File: src/rtl/psr_pkg.sv
package psr_pkg;
  localparam int PSR_W     = 32;
  localparam int NUM_BANKS = 5;
  localparam logic [4:0]       MODE_USER  = 5'h10;
  localparam logic [PSR_W-1:0] PSR_RESET  = 32'h0000_00D3;

  typedef enum logic [2:0] {
    BK_FIQ = 3'd0,
    BK_IRQ = 3'd1,
    BK_SVC = 3'd2,
    BK_ABT = 3'd3,
    BK_UND = 3'd4
  } bank_e;

  typedef struct packed {
    logic  hit;
    bank_e idx;
  } bank_sel_t;

  function automatic bank_sel_t bank_lookup(input logic [4:0] mode);
    bank_sel_t r;
    r.hit = 1'b1;
    r.idx = BK_FIQ;
    casez (mode)
      5'h11:    r.idx = BK_FIQ;
      5'h12:    r.idx = BK_IRQ;
      5'h13:    r.idx = BK_SVC;
      5'b101??: r.idx = BK_ABT;
      5'b110??: r.idx = BK_UND;
      default:  r.hit = 1'b0;
    endcase
    return r;
  endfunction
endpackage

File: src/rtl/psr_operand.sv
module psr_operand #(
  parameter int W = 32
) (
  input  logic         use_imm,
  input  logic [3:0]   rot,
  input  logic [7:0]   imm8,
  input  logic [W-1:0] reg_val,
  output logic [W-1:0] value
);
  localparam int SH_W = $clog2(W);

  logic [SH_W-1:0] amount;
  logic [2*W-1:0]  doubled;
  logic [W-1:0]    rotated;

  always_comb begin
    amount  = SH_W'({rot, 1'b0});
    doubled = {W'(imm8), W'(imm8)} >> amount;
    rotated = doubled[W-1:0];
    value   = use_imm ? rotated : reg_val;
    value[4] = 1'b1;
  end
endmodule

File: src/rtl/psr_mask.sv
module psr_mask #(
  parameter int W          = 32,
  parameter bit WIDE_FLAGS = 1'b1
) (
  input  logic         low_en,
  input  logic         flag_en,
  input  logic         user_mode,
  output logic [W-1:0] mask
);
  logic [W-1:0] flag_bits;

  generate
    if (WIDE_FLAGS) begin : g_wide
      assign flag_bits = {5'b11111, {(W-5){1'b0}}};
    end else begin : g_narrow
      assign flag_bits = {4'b1111, {(W-4){1'b0}}};
    end
  endgenerate

  always_comb begin
    mask = '0;
    if (flag_en) mask = mask | flag_bits;
    if (low_en && !user_mode) mask[7:0] = 8'hFF;
  end
endmodule

File: src/rtl/psr_bank_file.sv
module psr_bank_file #(
  parameter int W         = 32,
  parameter int NUM_BANKS = 5
) (
  input  logic                         clk,
  input  logic                         rst_n,
  input  logic                         wr_en,
  input  logic [$clog2(NUM_BANKS)-1:0] sel_idx,
  input  logic [W-1:0]                 wr_data,
  output logic [W-1:0]                 sel_data
);
  localparam int IDX_W = $clog2(NUM_BANKS);

  logic [W-1:0] bank_q [NUM_BANKS];

  generate
    for (genvar b = 0; b < NUM_BANKS; b++) begin : g_bank
      logic         load;
      logic [W-1:0] bank_d;
      always_comb begin
        load   = wr_en && (sel_idx == IDX_W'(b));
        bank_d = load ? wr_data : bank_q[b];
      end
      always_ff @(posedge clk or negedge rst_n) begin
        if (!rst_n) bank_q[b] <= '0;
        else        bank_q[b] <= bank_d;
      end
    end
  endgenerate

  always_comb begin
    sel_data = '0;
    for (int b = 0; b < NUM_BANKS; b++) begin
      if (sel_idx == IDX_W'(b)) sel_data = bank_q[b];
    end
  end
endmodule

File: src/rtl/psr_write_unit.sv
module psr_write_unit
  import psr_pkg::*;
#(
  parameter bit WIDE_FLAGS = 1'b1
) (
  input  logic             clk,
  input  logic             rst_n,
  input  logic             wr_en,
  input  logic [PSR_W-1:0] instr,
  input  logic [PSR_W-1:0] reg_val,
  input  logic             rd_saved,
  output logic [PSR_W-1:0] rd_data,
  output logic [PSR_W-1:0] cur_psr,
  output logic             mode_changed
);
  localparam int IDX_W = $clog2(NUM_BANKS);

  logic [PSR_W-1:0] cur_q, cur_d;
  logic             mc_q, mc_d;
  logic [PSR_W-1:0] operand, mask, old_word, merged, bank_rd;
  logic             to_saved, cur_wr, bank_wr, user_mode;
  bank_sel_t        sel;
  logic             unused_instr_bits;

  assign unused_instr_bits = ^{instr[31:26], instr[24:23], instr[21:20],
                               instr[18:17], instr[15:12]};

  assign sel       = bank_lookup(cur_q[4:0]);
  assign user_mode = (cur_q[4:0] == MODE_USER);
  assign to_saved  = instr[22];

  psr_operand #(.W(PSR_W)) u_operand (
    .use_imm (instr[25]),
    .rot     (instr[11:8]),
    .imm8    (instr[7:0]),
    .reg_val (reg_val),
    .value   (operand)
  );

  psr_mask #(.W(PSR_W), .WIDE_FLAGS(WIDE_FLAGS)) u_mask (
    .low_en    (instr[16]),
    .flag_en   (instr[19]),
    .user_mode (user_mode),
    .mask      (mask)
  );

  always_comb begin
    cur_wr   = wr_en && !to_saved;
    bank_wr  = wr_en && to_saved && sel.hit;
    old_word = to_saved ? bank_rd : cur_q;
    merged   = (old_word & ~mask) | (operand & mask);
  end

  psr_bank_file #(.W(PSR_W), .NUM_BANKS(NUM_BANKS)) u_banks (
    .clk      (clk),
    .rst_n    (rst_n),
    .wr_en    (bank_wr),
    .sel_idx  (IDX_W'(sel.idx)),
    .wr_data  (merged),
    .sel_data (bank_rd)
  );

  always_comb begin
    cur_d = cur_q;
    if (cur_wr) begin
      cur_d = merged;
      if (!WIDE_FLAGS) cur_d[5] = 1'b0;
    end
    mc_d = cur_wr && (cur_d[4:0] != cur_q[4:0]);
  end

  always_ff @(posedge clk or negedge rst_n) begin
    if (!rst_n) begin
      cur_q <= PSR_RESET;
      mc_q  <= 1'b0;
    end else begin
      cur_q <= cur_d;
      mc_q  <= mc_d;
    end
  end

  assign cur_psr      = cur_q;
  assign mode_changed = mc_q;
  assign rd_data      = (rd_saved && sel.hit) ? bank_rd : cur_q;
endmodule

File: config.mk
export PLATFORM = sky130hd
export DESIGN_NAME = psr_write_unit
export DESIGN_NICKNAME = d
export VERILOG_FILES = /design/src/rtl/psr_pkg.sv /design/src/rtl/psr_operand.sv /design/src/rtl/psr_mask.sv /design/src/rtl/psr_bank_file.sv /design/src/rtl/psr_write_unit.sv
export SDC_FILE = /design/constraint.sdc
export NUM_CORES = 1
export LEC_CHECK = 0
export ABC_AREA = 0
export CAP_MARGIN = 20
export CORE_ASPECT_RATIO = 0.9
export CORE_MARGIN = 1
export CORE_UTILIZATION = 40
export DETAILED_ROUTE_END_ITERATION = 10
export MAX_ROUTING_LAYER = met4
export SLEW_MARGIN = 20
export SYNTH_ARGS = -nofsm -noshare
export SYNTH_HDL_FRONTEND = slang
export SYNTH_HIERARCHICAL = 1
export SYNTH_SLANG_ARGS = --single-unit
export TNS_END_PERCENT = 5
File: constraint.sdc
create_clock -name clk -period 2.4 [get_ports clk]
set_input_delay 0.24 -clock clk [delete_from_list [all_inputs] [get_ports clk]]
set_output_delay 0.24 -clock clk [all_outputs]
set_load 0.05 [all_outputs]
Word-level counts from Yosys, hierarchy flattened
Index checks and enable logic that the tools add are counted.
{ "classes": {"add_sub_neg": 0, "multipliers": 0, "div": 0, "order_cmp": 0, "n_eq_ne": 11, "shift": 1, "n_mux": 13, "bitwise_logic": 4, "reduce_logical": 15} }
{ "op_table": {"columns": ["operator", "count"], "rows": [
  ["32-bit 2-to-1 mux", 9],
  ["32-bit bitwise AND", 2],
  ["40-bit by 5-bit >> shifter with 32-bit output", 1],
  ["32-bit inverter", 1],
  ["32-bit bitwise OR", 1],
  ["5-bit == test, second input constant", 4],
  ["3-bit one-hot mux with 4 select lines", 1],
  ["1-bit logical AND", 11],
  ["3-bit == test, second input constant", 3],
  ["8-bit 2-to-1 mux", 1],
  ["3-bit by 2-bit == test with 1-bit output, second input constant", 2],
  ["5-bit 2-to-1 mux", 1],
  ["5-bit inequality test", 1],
  ["5-bit OR reduction", 1],
  ["3-bit by 1-bit == test with 1-bit output, second input constant", 1],
  ["3-bit logical NOT", 1],
  ["1-bit logical NOT", 2],
  ["1-bit 2-to-1 mux", 1]
]} }
{ "word_totals": {"register_bits": 193, "latch_bits": 0, "ramBits": 0, "mem_bits_ro": 0, "elab_cells": 52, "memories": 0} }

Depth between registers and ports, before layout
Gate-level depths: netlist of run 1.
{ "logic_depth": {"word_depth": 14, "ltp_mapped": 12, "ltp_nobuf": 9} }

Hierarchy
Netlist of run 1, hierarchy kept.
{ "by_module_without_submodules": {"columns": ["module", "instances", "cells_per_inst", "area_each_um2", "seq_area_each_um2"], "rows": [
  ["psr_bank_file", 1, 518, 7409.6, 4003.8],
  ["psr_write_unit", 1, 234, 2581.2, 832.0],
  ["psr_operand", 1, 111, 818.3, 0.0],
  ["psr_mask", 1, 33, 250.2, 0.0]
]} }

Worst setup path after synthesis of run 1
No wires, ideal clock.
{ "synth_path": {"path_kind": "register to register", "start": "register cur_q[2], in the netlist cur_psr[2]", "end": "register u_banks/bank_q[1] (netlist name)", "setup_ns": 0.066, "t_arrival_ns": 2.731, "t_required_ns": 2.334, "slack_ns": -0.397, "path_stages_with_launch": 11, "path_buffers": 3, "path_cell_list": "dfrtp_1 > buf_2 > and3b_1 > buf_2 > nand2b_1 > buf_2 > o22a_1 > a2bb2oi_1 > mux2i_1 > o21ai_0 > mux2_2"} }
{ "synth_rtl": {"columns": ["element", "line_no", "text"], "rows": [
  ["from (decl)", "psr_write_unit.sv:18", "logic [PSR_W-1:0] cur_q, cur_d;"],
  ["from (signal assigned)", "psr_write_unit.sv:77", "cur_q <= cur_d;"],
  ["to (signal, indexed assignment)", "psr_bank_file.sv:26", "else bank_q[b] <= bank_d;"],
  ["to (decl)", "psr_bank_file.sv:14", "logic [W-1:0] bank_q [NUM_BANKS];"]
]} }

==> flow_metrics.env, run 1 <==
export IMPL_yosysTopAreaCell="dfrtp_1"
export IMPL_irDropWorstVdd_mv=0.5884
export IMPL_die_h_um=159.7
export IMPL_endpoint="rd_data[31]"
export IMPL_slowest_stage="dfstp_2"
export IMPL_antenna_found_initial=0
export IMPL_netlist_top_cells_count="dfrtp_1 (188), mux2_2 (168), mux2i_1 (78)"
export IMPL_seqCellArea_sq_um=4838
export IMPL_power_density_nw_per_um2=1146
export IMPL_synth_most_common_cell="dfrtp_1"
export IMPL_wl_per_cell_um=21.52
export IMPL_finalSetupTns_ps=-16280
export IMPL_violations="negative setup slack"
export IMPL_crit_family="flip-flops"
export IMPL_synthFlopType="dfrtp_1"
export IMPL_grt_first_pass_wirelength_mm=48.76
export IMPL_tightest_slew_ps=770.9
export IMPL_track_usage_pct=23.55
export IMPL_crit_path_end_kind="output pin"
export IMPL_rsz0062_at_grt="yes"
export IMPL_globalplace_congestion=0.8762
export IMPL_rr_worst_depth=12
export IMPL_crit_path_max_incr_delay_ps=600
export IMPL_num_antenna_cells=0
export IMPL_wl_mm=32.17
export IMPL_final_util_pct=55.91
export IMPL_cts_tree="yes"
export IMPL_synthToLayoutAreaGrowth_pct=37.02
export IMPL_leakage_nw=6.954
export IMPL_numCtsBuffers=17
export IMPL_synthArstFlopShare_pct=100.0
export IMPL_synth_edff_count=0
export IMPL_r2r_end="cur_psr[13]$_DFFE_PN0N_"
export IMPL_rr_startpoint="cur_psr[4]$_DFF_PN1_"
export IMPL_finalHoldViolations=0
export IMPL_layout_setup_ws_ps=-469.8
export IMPL_port_buffers=115
export IMPL_max_freq_mhz=348.5
export IMPL_ios=133
export IMPL_drv_cap=0
export IMPL_cp_arrival_ps=2630
export IMPL_slew_headroom_pct=48.44
export IMPL_worstPathBufferInverterCount=3
export IMPL_vias_per_cell=5.433
export IMPL_cts_sinks=193
export IMPL_clock_path_buffers=2
export IMPL_critPathLaunchType="register"
export IMPL_grt_pass1_vias=8145
export IMPL_multi_input_area_sq_um=6053
export IMPL_die_w_um=177.3
export IMPL_final_net_count=1196
export IMPL_syn_area_sq_um=11060
export IMPL_crit_required_ps=2160
export IMPL_hpwl_mm=21.87
export IMPL_ys_seq_area_share_pct=43.73
export IMPL_hold_path_class="in -> async"
export IMPL_core_sq_um=27100
export IMPL_overflow=0
export IMPL_crit_type="reg -> out"
export IMPL_fin_worst_skew_ps=13.18
export IMPL_dieArea_sq_um=28320
export IMPL_start_util_pct=40.81
export IMPL_syn_area_per_cell_sq_um=12.34
export IMPL_final_setup_viol_count=125
export IMPL_drc=0
export IMPL_drv_slew=0
export IMPL_netlist_instances=896
export IMPL_critPathMaxFanout=9
export IMPL_r2r_slack_ps=-180
export IMPL_ys_types=61
export IMPL_period_minus_slack_ps=2870
export IMPL_synth_top_area_share_pct=42.54
export IMPL_clk_pin_slew_ps=70
export IMPL_startpoint="cur_psr[1]$_DFF_PN1_"
export IMPL_crit_cells=9
export IMPL_ant_nets=0
export IMPL_synth_warnings=6
export IMPL_rows=57
export IMPL_ctsRootBufferMaster="clkbuf_16"
export IMPL_ys_ff_latch=193
export IMPL_status="complete, but fails checks"
export IMPL_drive_gt1_share_pct=49.34
export IMPL_yosys_top_cells_area="dfrtp_1 (43%), mux2_2 (17%), mux2_4 (8.4%)"
export IMPL_clock_latency_ps=440
export IMPL_via_count=8122
export IMPL_crit_chain="a21oi_2, nor2_2, or2_4, bufbuf_16, o22ai_1, a21o_1, buf_4, mux2_2, buf_6"
export IMPL_grt_max_degree=75
export IMPL_drt_first_iter_violations=492
export IMPL_dr_pass1_iters=7
export IMPL_period_share_pct=119.6
export IMPL_htree_levels=4
export IMPL_nFillCells=2271
## where the power goes
part           leakage [nW]  switching [mW]  internal, mW  total, mW
sequential             2.62           0.534          4.00       4.53
combinational          4.04            4.92          4.99       9.91
clock                 0.298            1.41          1.52       2.93
## cell type report
| class | instances | share of cell area (%) |
|---|---|---|
| multi-input combinational | 618 | 39.95 |
| sequential | 193 | 31.93 |
| timing repair buffer | 291 | 21.06 |
| tap | 354 | 2.923 |
| clock buffer | 18 | 2.898 |
| clock inverter | 14 | 1.073 |
| inverter | 7 | 0.1734 |
## metrics by stage
step           setup slack (ps)  hold WS [ps]  instance area, sq um  cells  total power, mW
2_1_floorplan            -105.5        -55.59                 11310    914            9.955
3_3_place_gp             -280.2         323.7                 13620   1427            13.08
3_5_place_dp             -288.7         322.0                 13620   1427            13.15
4_1_cts                  -448.4         429.1                 14570   1471            16.66
5_1_grt                  -546.8         466.1                 15150   1495            18.12
6_report                 -469.8         407.1                 15150   1495            17.37
## registers in the layout (all words and copies together), names as in the netlist
name	count
u_banks/bank_q	160
mode_changed	1
cur_psr	32
## placed cells by master (no fill, tap or decap), types with 3 or more instances in the layout
master | synthesis | final
a21o_1 | 12 | 12
a221o_1 | 4 | 4
a221oi_1 | 4 | 4
a2bb2oi_2 | 0 | 17
a31oi_1 | 4 | 4
a32oi_1 | 4 | 4
buf_12 | 3 | 47
buf_4 | 50 | 124
buf_6 | 8 | 27
buf_8 | 0 | 6
clkbuf_16 | 0 | 18
clkdlybuf4s50_1 | 0 | 81
conb_1 | 2 | 20
dfrtp_1 | 188 | 186
dfstp_2 | 5 | 5
inv_1 | 7 | 6
inv_6 | 0 | 5
inv_8 | 0 | 3
mux2_2 | 168 | 152
mux2_4 | 62 | 79
mux2i_1 | 78 | 68
mux2i_2 | 0 | 8
nand2_1 | 58 | 54
nand2_2 | 0 | 3
nand2b_4 | 1 | 3
nand3_1 | 5 | 4
nor2_1 | 36 | 33
nor2b_1 | 3 | 3
nor3b_4 | 1 | 3
o21ai_1 | 0 | 5
o21ai_2 | 0 | 25
o22a_1 | 21 | 21
o22ai_1 | 11 | 9
o2bb2ai_1 | 16 | 16
o32ai_1 | 4 | 4
xor2_1 | 5 | 5
## cell families after synthesis
group,share of synthesized area (%)
AO/OA/AOI/OAI,9.911
flip-flops,43.73
buffers and inverters,6.494
multiplexers,32.79
AND/OR/NAND/NOR,6.618
other,0.06791
XOR/XNOR,0.3960
## worst min-delay path by stage
| stage | startpoint | end | cells past startpoint |
|---|---|---|---|
| 6_report | rst_n | u_banks/bank_q[33]$_DFFE_PN0P_ | 2 |
| 5_1_grt | rst_n | u_banks/bank_q[30]$_DFFE_PN0P_ | 2 |
| 4_1_cts | rst_n | u_banks/bank_q[33]$_DFFE_PN0P_ | 2 |
| 3_5_place_dp | rst_n | u_banks/bank_q[33]$_DFFE_PN0P_ | 1 |
| 3_3_place_gp | rst_n | u_banks/bank_q[33]$_DFFE_PN0P_ | 1 |
| 2_1_floorplan | rst_n | cur_psr[10]$_DFFE_PN0N_ | 0 |
## layer usage
| metal | share of wire [%] | vias up | global-route usage (%) |
|---|---|---|---|
| met5 | 0 | - | - |
| met4 | 2.0 | 0 | 6.643 |
| met3 | 4.3 | 35 | 3.310 |
| met2 | 46 | 209 | 35.64 |
| met1 | 48 | 4160 | 32.82 |
| li1 | - | 3718 | - |
## repair_timing
item	CTS	global route
pin swaps	6	23
hold buffers	1	0
buffers inserted	9	23
setup endpoints to repair	216	224
gates cloned	2	2
resized for setup	48	78
hold endpoints to repair	68	0
No activity file was read; power rests on OpenSTA's default activity.
==> inputs of run 2 (changes only) <==
- CORE_MARGIN: 1 -> unset
- SLEW_MARGIN: 20 -> unset
==> results of run 2 <==
Final layout, timing and power as in run 1 (identical DEF).
